[src/rtl/cmq_pkg.sv]
package cmq_pkg;

  localparam logic [11:0] OFS_PRIM    = 12'h244;
  localparam logic [11:0] OFS_MODE    = 12'h248;
  localparam logic [11:0] OFS_ADDR    = 12'h24C;
  localparam logic [11:0] OFS_SIZE    = 12'h250;
  localparam logic [11:0] OFS_REGSTAT = 12'h25C;
  localparam logic [11:0] OFS_QSTAT   = 12'h260;

  localparam logic [31:0] PRIM_SYNC   = 32'h8;
  localparam logic [31:0] PRIM_PFLUSH = 32'h9;

  typedef struct packed {
    logic [1:0]  cmd;
    logic        whole;
    logic        notify;
    logic [31:0] addr;
    logic [31:0] size;
  } cmq_entry_t;

  localparam int ENTRY_W = $bits(cmq_entry_t);

endpackage

[src/rtl/cmq_fifo.sv]
module cmq_fifo #(
  parameter int DATA_W  = 8,
  parameter int Q_DEPTH = 8,
  parameter int CNT_W   = $clog2(Q_DEPTH + 1)
) (
  input  logic              clk,
  input  logic              rst,
  input  logic              push,
  input  logic [DATA_W-1:0] push_data,
  input  logic              pop,
  output logic [DATA_W-1:0] head_data,
  output logic              full,
  output logic              empty,
  output logic [CNT_W-1:0]  count
);
  localparam int PTR_W = (Q_DEPTH > 1) ? $clog2(Q_DEPTH) : 1;
  localparam logic [PTR_W-1:0] LAST = PTR_W'(Q_DEPTH - 1);

  logic [DATA_W-1:0] mem [Q_DEPTH];
  logic [PTR_W-1:0]  wptr, rptr;

  assign full      = (count == CNT_W'(Q_DEPTH));
  assign empty     = (count == '0);
  assign head_data = mem[rptr];

  // storage has no reset so it maps onto distributed RAM
  always_ff @(posedge clk) begin
    if (push && !full) mem[wptr] <= push_data;
  end

  always_ff @(posedge clk) begin
    if (rst) begin
      wptr  <= '0;
      rptr  <= '0;
      count <= '0;
    end else begin
      if (push && !full) wptr <= (wptr == LAST) ? '0 : wptr + 1'b1;
      if (pop && !empty) rptr <= (rptr == LAST) ? '0 : rptr + 1'b1;
      count <= count + CNT_W'(push && !full) - CNT_W'(pop && !empty);
    end
  end
endmodule

[src/rtl/cmq_exec.sv]
module cmq_exec
  import cmq_pkg::*;
#(
  parameter int N_SETS     = 64,
  parameter int LINE_BYTES = 32,
  parameter int CPU_W      = 2
) (
  input  logic             clk,
  input  logic             rst,
  input  logic             q_empty,
  input  cmq_entry_t       head,
  input  logic [CPU_W-1:0] head_cpu,
  output logic             pop,
  output logic             busy,
  output logic [CPU_W-1:0] cur_cpu,
  output logic             done_valid,
  output logic [CPU_W-1:0] done_cpu,
  output logic             done_notify,
  output logic             line_valid,
  output logic [31:0]      line_addr,
  output logic [1:0]       line_cmd
);
  localparam int LOG2L = $clog2(LINE_BYTES);
  localparam int REM_W = 34;

  typedef enum logic [1:0] {ST_IDLE, ST_WALK, ST_FIN} exec_st_t;

  exec_st_t          st;
  logic [31:0]       cur_addr;
  logic [REM_W-1:0]  remain;
  logic [1:0]        cmd_q;
  logic              notify_q;

  logic [REM_W-1:0]  span;
  logic [REM_W-1:0]  n_lines;
  logic [31:0]       first_line;

  always_comb begin
    span       = REM_W'(head.addr[LOG2L-1:0]) + REM_W'(head.size) + REM_W'(LINE_BYTES - 1);
    n_lines    = head.whole ? REM_W'(N_SETS) : (span >> LOG2L);
    first_line = head.whole ? 32'd0 : {head.addr[31:LOG2L], {LOG2L{1'b0}}};
  end

  assign pop         = (st == ST_IDLE) && !q_empty;
  assign busy        = (st != ST_IDLE);
  assign done_valid  = (st == ST_FIN);
  assign done_cpu    = cur_cpu;
  assign done_notify = notify_q;

  always_ff @(posedge clk) begin
    if (rst) begin
      st         <= ST_IDLE;
      cur_addr   <= '0;
      remain     <= '0;
      cmd_q      <= '0;
      notify_q   <= 1'b0;
      cur_cpu    <= '0;
      line_valid <= 1'b0;
      line_addr  <= '0;
      line_cmd   <= '0;
    end else begin
      line_valid <= 1'b0;
      unique case (st)
        ST_IDLE: begin
          if (!q_empty) begin
            cur_addr <= first_line;
            remain   <= n_lines;
            cmd_q    <= head.cmd;
            notify_q <= head.notify;
            cur_cpu  <= head_cpu;
            st       <= (n_lines == '0) ? ST_FIN : ST_WALK;
          end
        end
        ST_WALK: begin
          line_valid <= 1'b1;
          line_addr  <= cur_addr;
          line_cmd   <= cmd_q;
          cur_addr   <= cur_addr + 32'(LINE_BYTES);
          remain     <= remain - 1'b1;
          if (remain == REM_W'(1)) st <= ST_FIN;
        end
        ST_FIN:  st <= ST_IDLE;
        default: st <= ST_IDLE;
      endcase
    end
  end
endmodule

[src/rtl/cmq_regs.sv]
module cmq_regs
  import cmq_pkg::*;
#(
  parameter int N_CPU = 4,
  parameter int CPU_W = 2,
  parameter int CNT_W = 4
) (
  input  logic             clk,
  input  logic             rst,
  input  logic             req_valid,
  input  logic             req_write,
  input  logic [11:0]      req_addr,
  input  logic [31:0]      req_wdata,
  input  logic [CPU_W-1:0] req_cpu,
  output logic             rsp_valid,
  output logic [31:0]      rsp_rdata,
  output logic             push,
  output cmq_entry_t       push_entry,
  output logic [CPU_W-1:0] push_cpu,
  input  logic             q_full,
  input  logic             q_empty,
  input  logic             pop,
  input  logic [CPU_W-1:0] pop_cpu,
  input  logic             exec_busy,
  input  logic [CPU_W-1:0] exec_cpu,
  input  logic             done_valid,
  input  logic [CPU_W-1:0] done_cpu,
  input  logic             done_notify,
  output logic             lock_valid,
  output logic [CPU_W-1:0] lock_owner,
  output logic             sync_pend,
  output logic [N_CPU-1:0] done_flags,
  output logic             pf_flush
);
  cmq_entry_t shr_q;

  logic acc_wr, acc_rd, is_owner, mode_wr, take, clash, commit, sync_wr, pf_wr;
  assign acc_wr   = req_valid && req_write;
  assign acc_rd   = req_valid && !req_write;
  assign is_owner = lock_valid && (lock_owner == req_cpu);
  assign mode_wr  = acc_wr && (req_addr == OFS_MODE);
  assign take     = mode_wr && (!lock_valid || lock_owner == req_cpu);
  assign clash    = mode_wr && !take;
  assign commit   = acc_rd && (req_addr == OFS_REGSTAT) && is_owner;
  assign sync_wr  = acc_wr && (req_addr == OFS_PRIM) && (req_wdata == PRIM_SYNC);
  assign pf_wr    = acc_wr && (req_addr == OFS_PRIM) && (req_wdata == PRIM_PFLUSH);

  assign push       = commit && !q_full;
  assign push_entry = shr_q;
  assign push_cpu   = req_cpu;

  // lock and shared command registers
  always_ff @(posedge clk) begin
    if (rst) begin
      lock_valid <= 1'b0;
      lock_owner <= '0;
      shr_q      <= '0;
    end else begin
      if (take) begin
        lock_valid   <= 1'b1;
        lock_owner   <= req_cpu;
        shr_q.cmd    <= req_wdata[1:0];
        shr_q.whole  <= (req_wdata[18:17] == 2'd1);
        shr_q.notify <= req_wdata[15];
      end
      if (acc_wr && is_owner && req_addr == OFS_ADDR) shr_q.addr <= req_wdata;
      if (acc_wr && is_owner && req_addr == OFS_SIZE) shr_q.size <= req_wdata;
      if (commit) lock_valid <= 1'b0;
    end
  end

  // per-CPU status copies
  logic [1:0] regstat_w [N_CPU];
  logic [2:0] qstat_w   [N_CPU];

  for (genvar gi = 0; gi < N_CPU; gi++) begin : g_cpu
    logic             hit;
    logic [1:0]       regstat_q;
    logic             done_q;
    logic [CNT_W-1:0] qcnt_q;

    assign hit = (req_cpu == CPU_W'(gi));

    always_ff @(posedge clk) begin
      if (rst) begin
        regstat_q <= 2'b00;
        done_q    <= 1'b0;
        qcnt_q    <= '0;
      end else begin
        if (clash && hit)       regstat_q <= 2'b01;
        else if (commit && hit) regstat_q <= {q_full, 1'b0};

        if (done_valid && done_notify && done_cpu == CPU_W'(gi))
          done_q <= 1'b1;
        else if (acc_wr && hit && req_addr == OFS_QSTAT && req_wdata[2])
          done_q <= 1'b0;

        qcnt_q <= qcnt_q + CNT_W'(push && hit) - CNT_W'(pop && pop_cpu == CPU_W'(gi));
      end
    end

    assign regstat_w[gi]  = regstat_q;
    assign qstat_w[gi]    = {done_q, exec_busy && exec_cpu == CPU_W'(gi), qcnt_q != '0};
    assign done_flags[gi] = done_q;
  end

  // sync and prefetch-flush primitives
  always_ff @(posedge clk) begin
    if (rst) begin
      sync_pend <= 1'b0;
      pf_flush  <= 1'b0;
    end else begin
      pf_flush <= pf_wr;
      if (sync_wr)                                sync_pend <= 1'b1;
      else if (sync_pend && q_empty && !exec_busy) sync_pend <= 1'b0;
    end
  end

  // registered read port
  logic [31:0] rd_d;
  always_comb begin
    rd_d = '0;
    unique case (req_addr)
      OFS_PRIM:    rd_d = {31'd0, sync_pend};
      OFS_REGSTAT: rd_d = is_owner ? {30'd0, q_full, 1'b0} : {30'd0, regstat_w[req_cpu]};
      OFS_QSTAT:   rd_d = {29'd0, qstat_w[req_cpu]};
      default:     rd_d = '0;
    endcase
  end

  always_ff @(posedge clk) begin
    if (rst) begin
      rsp_valid <= 1'b0;
      rsp_rdata <= '0;
    end else begin
      rsp_valid <= acc_rd;
      rsp_rdata <= acc_rd ? rd_d : '0;
    end
  end
endmodule

[src/rtl/cmq_top.sv]
module cmq_top
  import cmq_pkg::*;
#(
  parameter int N_CPU      = 4,
  parameter int Q_DEPTH    = 8,
  parameter int N_SETS     = 64,
  parameter int LINE_BYTES = 32,
  parameter int CPU_W      = (N_CPU > 1) ? $clog2(N_CPU) : 1
) (
  input  logic             clk,
  input  logic             rst,
  input  logic             req_valid,
  input  logic             req_write,
  input  logic [11:0]      req_addr,
  input  logic [31:0]      req_wdata,
  input  logic [CPU_W-1:0] req_cpu,
  output logic             rsp_valid,
  output logic [31:0]      rsp_rdata,
  output logic             line_valid,
  output logic [31:0]      line_addr,
  output logic [1:0]       line_cmd,
  output logic             pf_flush
);
  localparam int CNT_W = $clog2(Q_DEPTH + 1);
  localparam int SLOT_W = ENTRY_W + CPU_W;

  logic             fifo_push, fifo_pop, fifo_full, fifo_empty;
  logic [CNT_W-1:0] fifo_count;
  cmq_entry_t       push_entry, head_entry;
  logic [CPU_W-1:0] push_cpu, head_cpu;
  logic [SLOT_W-1:0] head_slot;
  logic             exec_busy, done_valid, done_notify;
  logic [CPU_W-1:0] exec_cpu, done_cpu;
  logic             lock_valid, sync_pend;
  logic [CPU_W-1:0] lock_owner;
  logic [N_CPU-1:0] done_flags;

  assign head_entry = cmq_entry_t'(head_slot[SLOT_W-1:CPU_W]);
  assign head_cpu   = head_slot[CPU_W-1:0];

  cmq_regs #(.N_CPU(N_CPU), .CPU_W(CPU_W), .CNT_W(CNT_W)) u_regs (
    .clk(clk), .rst(rst),
    .req_valid(req_valid), .req_write(req_write), .req_addr(req_addr),
    .req_wdata(req_wdata), .req_cpu(req_cpu),
    .rsp_valid(rsp_valid), .rsp_rdata(rsp_rdata),
    .push(fifo_push), .push_entry(push_entry), .push_cpu(push_cpu),
    .q_full(fifo_full), .q_empty(fifo_empty),
    .pop(fifo_pop), .pop_cpu(head_cpu),
    .exec_busy(exec_busy), .exec_cpu(exec_cpu),
    .done_valid(done_valid), .done_cpu(done_cpu), .done_notify(done_notify),
    .lock_valid(lock_valid), .lock_owner(lock_owner),
    .sync_pend(sync_pend), .done_flags(done_flags), .pf_flush(pf_flush)
  );

  cmq_fifo #(.DATA_W(SLOT_W), .Q_DEPTH(Q_DEPTH), .CNT_W(CNT_W)) u_fifo (
    .clk(clk), .rst(rst),
    .push(fifo_push), .push_data({push_entry, push_cpu}),
    .pop(fifo_pop), .head_data(head_slot),
    .full(fifo_full), .empty(fifo_empty), .count(fifo_count)
  );

  cmq_exec #(.N_SETS(N_SETS), .LINE_BYTES(LINE_BYTES), .CPU_W(CPU_W)) u_exec (
    .clk(clk), .rst(rst),
    .q_empty(fifo_empty), .head(head_entry), .head_cpu(head_cpu),
    .pop(fifo_pop), .busy(exec_busy), .cur_cpu(exec_cpu),
    .done_valid(done_valid), .done_cpu(done_cpu), .done_notify(done_notify),
    .line_valid(line_valid), .line_addr(line_addr), .line_cmd(line_cmd)
  );
endmodule

[config.mk]
export PLATFORM = sky130hd
export DESIGN_NAME = cmq_top
export DESIGN_NICKNAME = d
export VERILOG_FILES = /design/src/rtl/cmq_pkg.sv /design/src/rtl/cmq_fifo.sv /design/src/rtl/cmq_exec.sv /design/src/rtl/cmq_regs.sv /design/src/rtl/cmq_top.sv
export SDC_FILE = /design/constraint.sdc
export NUM_CORES = 1
export LEC_CHECK = 0
export CAP_MARGIN = 30
export CORE_MARGIN = 1.5
export CORE_UTILIZATION = 45
export CTS_BUF_LIST = sky130_fd_sc_hd__clkbuf_4
export CTS_CLUSTER_SIZE = 30
export DETAILED_ROUTE_END_ITERATION = 8
export GPL_ROUTABILITY_DRIVEN = 0
export GPL_TIMING_DRIVEN = 0
export PLACE_DENSITY = 0.63
export SYNTH_ARGS = -nofsm -noshare
export SYNTH_HDL_FRONTEND = slang
export SYNTH_HIERARCHICAL = 1
export SYNTH_SLANG_ARGS = --single-unit
[constraint.sdc]
create_clock -name clk -period 13.1 [get_ports clk]
set_clock_uncertainty 0.05 [all_clocks]
set_input_delay 2.62 -clock clk [delete_from_list [all_inputs] [get_ports clk]]
set_output_delay 2.62 -clock clk [all_outputs]
set_load 0.02 [all_outputs]
==> flow_metrics.env <==
export IMPL_clk_path_buf_depth=3
export IMPL_synthCells=2316
export IMPL_path_max_fanout=9
export IMPL_clk_pin_slew_ns=0.06
export IMPL_p_clk_frac=0.338
export IMPL_crit_chain="clkdlybuf4s50_1 -> or4_1 -> or3_1 -> or3_4 -> nor2_1 -> nand3_1 -> nor3_2 -> buf_6 -> buf_6 -> buf_6 -> buf_6 -> buf_6 -> buf_6"
export IMPL_vias_per_cell=5.81
export IMPL_dieArea_um2=74900
export IMPL_hpwl_mm=62.4
export IMPL_drive_above_1_share=0.242
export IMPL_worstHoldStart="u_exec/line_addr[26]$_SDFFE_PP0P_"
export IMPL_reg2reg_depth=17
export IMPL_cts_sinks=776
export IMPL_die_y_um=274
export IMPL_io_pins=119
export IMPL_status="finished, final reports clean"
export IMPL_max_slew_worst_pin_slew_ns=1.03
export IMPL_cts_setup_buffers=0
export IMPL_hold_depth=2
export IMPL_p_leak_nw=11.2
export IMPL_drt_iter0_markers=2244
export IMPL_crit_path_frequent_cell="buf_6"
export IMPL_port_buffers=80
export IMPL_grt_pass1_wl_mm=130
export IMPL_worstPathRequired_ns=13.77
export IMPL_clockRootBuffer="clkbuf_4"
export IMPL_syn_area_per_cell_um2=14.2
export IMPL_seqPwrFrac=0.474
export IMPL_nFillCells=6114
export IMPL_fp_coreArea_um2=72700
export IMPL_drtAntennaViolNets=0
export IMPL_maxSlewHeadroom=0.313
export IMPL_period_needed_ns=6.18
export IMPL_cpLargestDelayFamily="simple AND/OR/NAND/NOR gates"
export IMPL_rsz0062_at_grt="false"
export IMPL_critPathSlowestCell="nor3_2"
export IMPL_insertion_delay_ns=1.04
export IMPL_syn_area_um2=33000
export IMPL_wl_per_cell_um=23.2
export IMPL_setup_viol=0
export IMPL_startpoint_type="input pin"
export IMPL_gr_usage_all_layers=0.235
export IMPL_postCtsHoldBufs=0
export IMPL_placementRows=99
export IMPL_ir_worst_vdd_mv=0.0929
export IMPL_initial_core_util=0.454
export IMPL_arrival_ns=6.85
export IMPL_htree_num_levels=4
export IMPL_grt_pass1_vias=21929
export IMPL_die_w_um=274
export IMPL_antenna_found_initial=6
export IMPL_hold_slack_ns=0.406
export IMPL_cp_num_buf_inv=7
export IMPL_nNetsFinal=2781
export IMPL_combPwrFrac=0.188
export IMPL_maxCapViolCount=0
export IMPL_slowest_delay_ns=0.62
export IMPL_fin_util=0.527
export IMPL_placed_cells=3447
export IMPL_p_per_area_nw_per_um2=152
export IMPL_cts_tree="yes"
export IMPL_numCtsBuffers=193
export IMPL_vias=22065
export IMPL_firstDrtPassIters=8
export IMPL_hp_class="flip-flop to flip-flop"
export IMPL_swShare=0.295
export IMPL_finalWirelength_mm=88.2
export IMPL_power_switching_mw=1.72
export IMPL_drcViolationCount=0
export IMPL_final_max_slew_viol_count=0
export IMPL_period_share=0.471
export IMPL_syn_to_final_growth_pct=16.1
export IMPL_critical_path_class="input pin to flip-flop"
export IMPL_overflow=0
export IMPL_ys_warnings_count=6
export IMPL_grt_max_degree=25
export IMPL_r2r_setup_slack_ns=7.04
export IMPL_hold_violations=0
export IMPL_instances_no_fill=3796
export IMPL_p_int_mw=4.12
export IMPL_min_delay_worst_endpoint="u_exec/line_addr[26]$_SDFFE_PP0P_"
export IMPL_fmax_mhz=162
export IMPL_worst_r2r_endpoint="u_exec/st[0]$_SDFFE_PP0P_"
export IMPL_cts_resized=0
export IMPL_cp_startpoint="req_addr[1]"
export IMPL_setup_worst_path_end_class="flip-flop"
==> per-layer routing <==
| metal | track usage | vias up | share of wire |
|---|---|---|---|
| met5 | 0 | - | 0.00031 |
| met4 | 0.106 | 4 | 0.033 |
| met3 | 0.0638 | 201 | 0.089 |
| met2 | 0.367 | 1049 | 0.47 |
| met1 | 0.308 | 10975 | 0.41 |
| li1 | - | 9836 | - |
==> state kept, by name (all words and copies together) (netlist names), 3 cells and up, named ones only <==
name,flops
u_exec/cur_addr,27
u_exec/line_addr,27
u_exec/remain,34
u_fifo/count,4
u_fifo/mem,560
u_fifo/rptr,3
u_fifo/wptr,3
u_regs/g_cpu.done_q,4
u_regs/g_cpu.qcnt_q,16
u_regs/g_cpu.regstat_q,8
u_regs/push_entry,68
u_regs/rsp_rdata,3
==> stage by stage <==
step	TNS, ns	setup slack [ns]	instance area [um2]	power (mW)
after floorplan	0	1.51	33100	3.55
after global placement	-1173.82	-6.60	35100	3.86
after detailed placement	0	5.90	35900	3.90
after CTS	0	7.04	38300	5.89
after global routing	0	6.83	38300	6.13
final	0	6.92	38300	5.84
==> worst max-delay path by stage <==
stage,to,cells past startpoint
global route,u_fifo/mem[1][18]$_DFFE_PP_,13
detailed placement,u_fifo/mem[1][13]$_DFFE_PP_,13
floorplan,u_fifo/mem[0][0]$_DFFE_PP_,6
global placement,u_fifo/mem[0][12]$_DFFE_PP_,7
CTS,u_fifo/mem[1][17]$_DFFE_PP_,13
finish,u_fifo/mem[1][17]$_DFFE_PP_,13
==> cell usage in the layout, fill, tap and decap left out, types with 64 or more instances in the layout <==
cell type / n
edfxtp_1: 560
inv_1: 64
clkdlybuf4s50_1: 80
clkbuf_1: 113
mux2_2: 73
nand4_1: 86
a21oi_1: 177
mux4_2: 143
clkbuf_4: 286
dfxtp_1: 216
o31ai_1: 76
nor2_1: 98
nand2_1: 160
==> tightest hold or removal path, cell delays in order (launching register included) <==
cell and delay [ns]:
dfxtp_1 0.31, nand2_1 0.05, a21oi_1 0.05
==> power by group through the flow <==
stage	Sequential [mW]	Clock, mW	Combinational [mW]
final	2.77	1.97	1.10
after CTS	2.77	2.03	1.09
after floorplan	2.80	0	0.749
after global placement	2.81	0	1.04
after detailed placement	2.82	0	1.08
after global routing	2.78	2.15	1.20
==> cell type report <==
type	count	area [um2]	share of cell area
clock inverters	54	264	0.00689
inverters	64	240	0.00627
clock buffers	286	2150	0.0560
well taps	959	1200	0.0313
diodes	8	20.0	0.000523
plain buffers	190	972	0.0254
flip-flops and latches	776	21100	0.552
multi-input cells	1318	10800	0.282
repair buffers	141	1520	0.0398
No activity file was read; power rests on OpenSTA's default activity.
